<file path="src/rtl/halt_wake_pkg.sv">
// Shared types for the halt wake controller.
// Assumes: wake sources are numbered from least to most urgent.
package halt_wake_pkg;

    localparam int NUM_SRC = 5;
    localparam int CAUSE_W = 3;

    typedef enum logic [CAUSE_W-1:0] {
        CAUSE_NONE  = 3'd0,
        CAUSE_INTR  = 3'd1,
        CAUSE_NMI   = 3'd2,
        CAUSE_SMI   = 3'd3,
        CAUSE_INIT  = 3'd4,
        CAUSE_RESET = 3'd5
    } wake_cause_e;

    typedef enum logic {
        ST_RUN  = 1'b0,
        ST_HALT = 1'b1
    } core_state_e;

    // Interrupt-class wakes return to the instruction after the halt.
    function automatic logic cause_saves_addr(wake_cause_e c);
        return (c == CAUSE_INTR) || (c == CAUSE_NMI) || (c == CAUSE_SMI);
    endfunction

endpackage

</file>
<file path="src/rtl/wake_arbiter.sv">
// Qualifies the wake request lines and selects the most urgent one.
// Assumes: req_vec[i] maps to cause code i+1, and a higher index is more urgent.
// Index 0 is the maskable interrupt, which is gated by both interrupt flags.
module wake_arbiter
    import halt_wake_pkg::*;
#(
    parameter int N = NUM_SRC
) (
    input  logic [N-1:0] req_vec,
    input  logic         if_flag,
    input  logic         gif_flag,
    output wake_cause_e  cause,
    output logic         any_wake
);

    logic [N-1:0] qual_vec;

    // Mask the maskable interrupt, then let the highest qualified index win.
    always_comb begin
        qual_vec    = req_vec;
        qual_vec[0] = req_vec[0] & if_flag & gif_flag;
        cause       = CAUSE_NONE;
        for (int i = 0; i < N; i++) begin
            if (qual_vec[i]) begin
                cause = wake_cause_e'(CAUSE_W'(i + 1));
            end
        end
        any_wake = |qual_vec;
    end

endmodule

</file>
<file path="src/rtl/halt_fsm.sv">
// Two-state run/halt sequencer that produces the one-cycle resume strobe.
// Assumes: wake_any and wake_cause come from the arbiter in the same cycle.
module halt_fsm
    import halt_wake_pkg::*;
(
    input  logic        clk,
    input  logic        rst_n,
    input  logic        halt_req,
    input  logic        wake_any,
    input  wake_cause_e wake_cause,
    output logic        halted,
    output logic        enter_halt,
    output logic        wake_fire,
    output logic        resume,
    output wake_cause_e resume_cause
);

    core_state_e state;

    // Decode the events that happen on the coming edge.
    always_comb begin
        halted     = (state == ST_HALT);
        enter_halt = (state == ST_RUN) && halt_req;
        wake_fire  = (state == ST_HALT) && wake_any;
    end

    // Update the state and register the strobe and cause for one cycle.
    always_ff @(posedge clk) begin
        if (!rst_n) begin
            state        <= ST_RUN;
            resume       <= 1'b0;
            resume_cause <= CAUSE_NONE;
        end else begin
            resume       <= 1'b0;
            resume_cause <= CAUSE_NONE;
            if (enter_halt) begin
                state <= ST_HALT;
            end else if (wake_fire) begin
                state        <= ST_RUN;
                resume       <= 1'b1;
                resume_cause <= wake_cause;
            end
        end
    end

endmodule

</file>
<file path="src/rtl/resume_capture.sv">
// Holds the post-halt address and publishes it on an interrupt-class resume.
// Assumes: enter and fire are never both 1 in the same cycle.
module resume_capture
    import halt_wake_pkg::*;
#(
    parameter int ADDR_W = 32
) (
    input  logic              clk,
    input  logic              rst_n,
    input  logic              enter,
    input  logic [ADDR_W-1:0] next_pc,
    input  logic              fire,
    input  wake_cause_e       cause,
    output logic [ADDR_W-1:0] ret_addr,
    output logic              ret_valid
);

    logic [ADDR_W-1:0] held_pc;

    // Capture the address on halt entry and publish it when the core resumes.
    always_ff @(posedge clk) begin
        if (!rst_n) begin
            held_pc   <= '0;
            ret_addr  <= '0;
            ret_valid <= 1'b0;
        end else begin
            if (enter) begin
                held_pc <= next_pc;
            end
            if (fire) begin
                if (cause_saves_addr(cause)) begin
                    ret_addr  <= held_pc;
                    ret_valid <= 1'b1;
                end else begin
                    ret_addr  <= '0;
                    ret_valid <= 1'b0;
                end
            end
        end
    end

endmodule

</file>
<file path="src/rtl/halt_wake_ctrl.sv">
// Top of the halt wake controller: arbiter, sequencer and address capture.
// Assumes: halt_req is a strobe from retirement, and wake lines are level requests.
module halt_wake_ctrl
    import halt_wake_pkg::*;
#(
    parameter int ADDR_W = 32
) (
    input  logic              clk,
    input  logic              rst_n,
    input  logic              halt_req,
    input  logic [ADDR_W-1:0] next_pc,
    input  logic              if_flag,
    input  logic              gif_flag,
    input  logic              wake_intr,
    input  logic              wake_nmi,
    input  logic              wake_smi,
    input  logic              wake_init,
    input  logic              wake_reset,
    output logic              halted_o,
    output logic              resume_o,
    output logic [2:0]        resume_cause_o,
    output logic [ADDR_W-1:0] ret_addr_o,
    output logic              ret_addr_valid_o
);

    logic [NUM_SRC-1:0] req_vec;
    wake_cause_e        arb_cause;
    wake_cause_e        res_cause;
    logic               arb_any;
    logic               enter_halt;
    logic               wake_fire;

    // Order the request lines from least to most urgent.
    always_comb begin
        req_vec = {wake_reset, wake_init, wake_smi, wake_nmi, wake_intr};
    end

    wake_arbiter #(.N(NUM_SRC)) u_arb (
        .req_vec  (req_vec),
        .if_flag  (if_flag),
        .gif_flag (gif_flag),
        .cause    (arb_cause),
        .any_wake (arb_any)
    );

    halt_fsm u_fsm (
        .clk          (clk),
        .rst_n        (rst_n),
        .halt_req     (halt_req),
        .wake_any     (arb_any),
        .wake_cause   (arb_cause),
        .halted       (halted_o),
        .enter_halt   (enter_halt),
        .wake_fire    (wake_fire),
        .resume       (resume_o),
        .resume_cause (res_cause)
    );

    resume_capture #(.ADDR_W(ADDR_W)) u_cap (
        .clk       (clk),
        .rst_n     (rst_n),
        .enter     (enter_halt),
        .next_pc   (next_pc),
        .fire      (wake_fire),
        .cause     (arb_cause),
        .ret_addr  (ret_addr_o),
        .ret_valid (ret_addr_valid_o)
    );

    // Present the cause as a plain vector at the port.
    always_comb begin
        resume_cause_o = res_cause;
    end

endmodule

</file>
<file path="config.mk">
export PLATFORM = sky130hd
export DESIGN_NAME = halt_wake_ctrl
export DESIGN_NICKNAME = d
export VERILOG_FILES = /design/src/rtl/halt_wake_pkg.sv /design/src/rtl/wake_arbiter.sv /design/src/rtl/halt_fsm.sv /design/src/rtl/resume_capture.sv /design/src/rtl/halt_wake_ctrl.sv
export SDC_FILE = /design/constraint.sdc
export NUM_CORES = 1
export LEC_CHECK = 0
export ABC_CLOCK_PERIOD_IN_PS = 1500
export BUFFER_PORTS_ARGS = -buffer_cell sky130_fd_sc_hd__buf_4
export CAP_MARGIN = 20
export CELL_PAD_IN_SITES_DETAIL_PLACEMENT = 0
export CELL_PAD_IN_SITES_GLOBAL_PLACEMENT = 1
export CORE_MARGIN = 2
export CORE_UTILIZATION = 25
export DETAILED_ROUTE_END_ITERATION = 8
export GPL_TIMING_DRIVEN = 0
export PLACE_DENSITY = 0.58
export SYNTH_ARGS = -nofsm -noshare
export SYNTH_HDL_FRONTEND = slang
export SYNTH_HIERARCHICAL = 1
export SYNTH_SLANG_ARGS = --single-unit
export TNS_END_PERCENT = 100
</file>
<file path="constraint.sdc">
create_clock -name clk -period 1.5 [get_ports clk]
set_clock_uncertainty 0.15 [all_clocks]
set_input_delay 0.15 -clock clk [delete_from_list [all_inputs] [get_ports clk]]
set_output_delay 0.15 -clock clk [all_outputs]
set_load 0.02 [all_outputs]
</file>
==> results of run 1 <==
layout by cell type, fill, tap and decap left out, drive strengths merged:
cell type,netlist,final
o21a,1,1
nor2b,34,34
clkinv,0,3
and3,1,1
buf,19,99
inv,35,35
o311ai,1,1
nand2b,3,3
clkinvlp,0,1
dfxtp,70,70
nand2,32,32
nand3b,1,1
nor2,3,3
clkbuf,3,16
o32ai,33,33
mux2i,32,32
dlygate4sd3,0,33
and2,4,4
nand3,1,1
or2,1,1
routing by layer:
metal / GRT usage [%] / wire (µm)
met4: 4.88 / 94
met2: 19.3 / 3440
met3: 4.07 / 456
met1: 14.9 / 3420
met5: 0 / 0
power breakdown:
part	internal, µW	switching [µW]
logic	307	256
clock network	1160	773
registers	1930	34.4
total	3390	1060
path summary, 6_finish.rpt:
check	start	to	slack (ns)	cells after the start
setup reg to reg	u_fsm/halted	u_cap/ret_addr[17]	0.07	6
setup / recovery	u_fsm/halted	u_cap/ret_addr[17]	0.07	6
hold / removal	wake_reset	u_fsm/resume_cause[2]	0.02	3
hold reg to reg	u_cap/ret_addr[25]	u_cap/ret_addr[25]	0.31	2
state kept, by name (all words and copies together), names as in the netlist:
signal,count
u_cap/ret_valid,1
u_fsm/resume_cause,3
u_fsm/halted,1
u_cap/held_pc,32
u_fsm/resume,1
u_cap/ret_addr,32
timing repair:
action | 4_1_cts | 5_1_grt
endpoints found under the setup margin | 61 | 31
buffers inserted | 0 | 2
hold buffers | 33 | 0
endpoints found under the hold margin | 33 | 0
gates resized for setup | 8 | 2
logic make-up (layout without fill, tap and decap cells):
kind of cell / count (synthesis) / in the layout / synth area share (%)
buf+inv: 57 / 187 / 9.78
compound gates: 35 / 35 / 17.8
simple gates: 80 / 80 / 14.7
mux: 32 / 32 / 10.7
flops: 70 / 70 / 47.0
through the flow:
step / total power (µW) / hold WS [ns] / setup WS [ns]
3_5_place_dp: 2490 / 0.266 / -0.469
3_3_place_gp: 2490 / 0.257 / -0.439
4_1_cts: 4540 / 0.00780 / 0.0215
6_report: 4450 / 0.0174 / 0.0700
2_1_floorplan: 2300 / 0.118 / -0.0137
5_1_grt: 4680 / 0.0209 / 0.00682
worst reg2reg max path: cells and delay by family (launching register included):
kind | cells | cell delay [ns]
DFF | 1 | 0.37
AOI/OAI and AO/OA | 1 | 0.09
buffers and inverters | 3 | 0.42
and+or+nand+nor | 2 | 0.28
area by class of cell:
class                           instances  area [µm²]  share of cell area, %
Sequential cell                        70        1400                   31.6
Multi-Input combinational cell        147        1310                   29.6
Timing Repair Buffer                  114         938                   21.2
Clock buffer                           12         246                   5.56
Buffer                                 22         205                   4.62
Tap cell                              143         179                   4.03
Inverter                               35         131                   2.96
Clock inverter                          4        22.5                  0.508
==> run metrics, run 1 <==
DP Cell Count 496; final worst path period share 95.3%; Crit Path Category register to register; CP Buf/Inv Count 3; worst hold path type input pin to register; Root Driver clkbuf_16; Placement Cell Area 3790 µm²; CP top delay family buffers and inverters; Worst EP required 1.55 ns; max cap viols 0; Final min period 1.43 ns; critical path endpoint category register; syn avg cell area 10.9 µm²; antenna-violating nets left 0; Fillers 1189; Startpoint Class register; largest net degree at the start of global routing 12; VDD IR max 0.484 mV; Finish-stage setup viols 0; number of synthesized flops with an enable pin 0; Layout area overhead 48.8%; Mapped Cells 274; CP cell instances and2_4 > buf_6 > nand2b_4 > buf_6 > buf_8 > o32ai_2; Initial Util 25.9%; Ys Warns 6; Pins Over Slew Limit 0; WP data arrival 1.48 ns; synthesized area 2980 µm²; most used flip-flop cell after synthesis dfxtp_1; TritonCTS Buffers 9; Slew @ Worst Pin 0.428 ns; vias 2289; first-pass GRT wire length 11900 µm; synthesized flop and latch total 70; ANT cells 0; GPL Wtd Cong 0.653; post-route insts no fill 547; drt initial violations 74; Yosys cell types 20; setup TNS 0 ns; clk_lat worst skew 0.33 ns; CP max stage cell dfxtp_2; status complete, but fails checks; drc violations 6; Reg clk slew, reported paths 0.06 ns; design area 4440 µm²; Core ar. 11500 µm²; WL final 7420 µm; Layout Utilization 38.5%; Die Span Y 113 µm; Pwr Density 1000 nW/µm²; Tot GR Track Use 12.1%; max_slew headroom 71.5%; post-synth top area cell dfxtp_1; top post-synthesis cells by count dfxtp_1, inv_1, nor2b_1, mux2i_1, nand2_1; share of flip-flops with an asynchronous set or reset 0%; Row Count 39; H-tree depth 3; PortBufs 79; leakage power 0.00172 µW; nets 441; vias in the first global route 2335; post-synthesis sequential area ratio 47.0%; failing checks design-rule violations; final hold vios 0; layout cell share with drive strength beyond 1 38.6%; I/O pin cnt 80; CTS tree yes; synth top area cells dfxtp_1, o32ai_2, mux2i_1, nor2b_1, inv_1; crit-path max FO 10; Syn Nets 316; post-DP HPWL 5010 µm; achievable frequency 0.699 GHz; CP max stage delay 0.37 ns; Wirelength per Cell 13.6 µm; CTS max path bufs 2; count leader, synth dfxtp_1; Die Area 12800 µm²; antenna violations before repair 0; Pre-Repair DR Iteration Count 6; total grt overflow 0; CTS sink count 70; Die W 113 µm; Most common cell on crit path buf_6; unrepaired setup endpoints after global routing no; routed vias/inst 4.18; Yosys top cell area share 47.0%
Note: power is estimated with default switching activity, not from simulation.
==> inputs of run 2 (changes only) <==
--- a/config.mk
+++ b/config.mk
@@ -12,6 +12,7 @@
 export CELL_PAD_IN_SITES_GLOBAL_PLACEMENT = 1
 export CORE_MARGIN = 2
 export CORE_UTILIZATION = 25
+export CTS_BUF_LIST = sky130_fd_sc_hd__clkbuf_4 sky130_fd_sc_hd__clkbuf_8
 export DETAILED_ROUTE_END_ITERATION = 8
 export GPL_TIMING_DRIVEN = 0
 export PLACE_DENSITY = 0.58
==> run 2 against run 1 <==
Flip-flop and latch count stayed put; combinational power hardly changed; utilization is 0.75 points lower; the flow still finishes with violations (design-rule violations); final area is 1.9% lower; non-clock buffer count is 1 higher; hold slack better by 0.020 ns; clock-buffer cell count stayed put; sequential power hardly changed; total power is 12% lower.
==> run metrics, run 2 (synthesized netlist as in run 1, its figures left out) <==
critical path endpoint category register; Pre-Repair DR Iteration Count 6; Slew @ Worst Pin 0.424 ns; worst setup path startpoint u_fsm/halted; Pins Over Slew Limit 0; max_slew headroom 71.7%; WP data arrival 1.49 ns; global route hottest layer met2; Reg clk slew, reported paths 0.07 ns; Worst EP required 1.57 ns; CP Buf/Inv Count 3; ANT cells 0; crit-path max FO 10; CP cell instances and2_4 > buf_6 > nand2b_4 > buf_6 > buf_8 > o32ai_2; Min-Delay Startpoint wake_reset; top flop regs u_cap/held_pc x32, u_cap/ret_addr x32, u_fsm/resume_cause x3; design area 4350 µm²; Crit Path Category register to register; Most common cell on crit path buf_6; Die Area 12800 µm²; GPL Wtd Cong 0.653; Finish-stage setup viols 0; unrepaired setup endpoints after global routing no; Initial Util 25.9%; vias in the first global route 2329; I/O pin cnt 80; CTS sink count 70; most frequent cells in the layout buf_4, dfxtp_1, inv_1; Reg-to-Reg Start u_fsm/halted; leakage power 0.00169 µW; worst hold path type input pin to register; Row Count 39; largest net degree at the start of global routing 12; final hold vios 0; achievable frequency 0.703 GHz; post-DP HPWL 5010 µm; antenna violations before repair 0; antenna-violating nets left 0; Die Span Y 113 µm; routed vias/inst 4.19; CP top delay family buffers and inverters; VDD IR max 0.404 mV; CTS max path bufs 2; WL final 7340 µm; Root Driver clkbuf_8; Die W 113 µm; Final min period 1.42 ns; final worst path period share 94.9%; met2 Use GR 19.5%; TritonCTS Buffers 9; total grt overflow 0; H-tree depth 3; Layout area overhead 45.9%; Layout Utilization 37.8%; Wirelength per Cell 13.4 µm; first-pass GRT wire length 11900 µm; layout cell share with drive strength beyond 1 39.0%; DP Cell Count 496; max cap viols 0; final worst slack 0.0772 ns; PortBufs 79; CP max stage cell dfxtp_2; status complete, but fails checks; Tot GR Track Use 12.0%; Pwr Density 896 nW/µm²; vias 2296; commonest non-fill, non-tap cell in the layout buf_4; met3 usage 4.23%; Core ar. 11500 µm²; drc violations 6; CTS tree yes; drt initial violations 73; post-route insts no fill 548; GRT met1 Usage 14.9%; clk_lat worst skew 0.34 ns; Startpoint Class register; setup TNS 0 ns; failing checks design-rule violations; nets 442; pre-CTS setup slack -0.469 ns; CP max stage delay 0.38 ns; Placement Cell Area 3790 µm²
-- run 2: cell count changes in the layout (fill, tap and decap cells not counted) --
cell	before	now
clkbuf_4	3	4
buf_2	5	6
clkbuf_8	1	10
clkbuf_16	9	0
clkbuf_1	3	1
dlygate4sd3_1	33	34
-- run 2: cell type report --
type,instances,area [µm²]
clock inverter,4,22.5
buffer,22,203
fill,1190,7170
timing repair buffer,115,948
inverter,35,131
multi-input combinational,147,1310
clock buffer,12,153
tap,143,179
sequential,70,1400
-- run 2: path summary, 6_finish.rpt --
path / end / slack, ns / cells past startpoint
max: u_cap/ret_addr[13] / 0.08 / 6
min: u_fsm/resume_cause[0] / 0.04 / 4
max reg2reg: u_cap/ret_addr[13] / 0.08 / 6
min reg2reg: u_cap/ret_addr[25] / 0.32 / 2
-- run 2: power breakdown --
| group | switching, µW | total, µW | internal, µW |
|---|---|---|---|
| logic | 255 | 563 | 308 |
| registers | 34.2 | 1960 | 1920 |
| clock network | 704 | 1380 | 675 |
| total | 993 | 3900 | 2900 |
-- run 2: worst reg2reg max path, delay by kind of cell (launching register included) --
kind	cells	cell delay, ns
flops	1	0.38
compound gates	1	0.09
simple gates	2	0.27
buf+inv	3	0.40
-- run 2: routing by layer --
metal  share of wire [%]  vias to the layer above
met5                   0                        -
met4                0.94                        0
met3                 6.1                        6
met2                  47                       56
met1                  46                     1066
li1                    -                     1168
-- run 2: repair_timing --
item / CTS / global route
endpoints found under the hold margin: 34 / 0
hold buffers: 34 / 0
gates resized for setup: 8 / 1
setup endpoints to repair: 61 / 30
buffers inserted: 0 / 2
-- run 2: metrics by stage --
step	hold WS, ns	total power [µW]
2_1_floorplan	0.118	2300
3_3_place_gp	0.257	2490
3_5_place_dp	0.266	2490
4_1_cts	0.0166	3990
5_1_grt	0.0348	4120
6_report	0.0369	3900
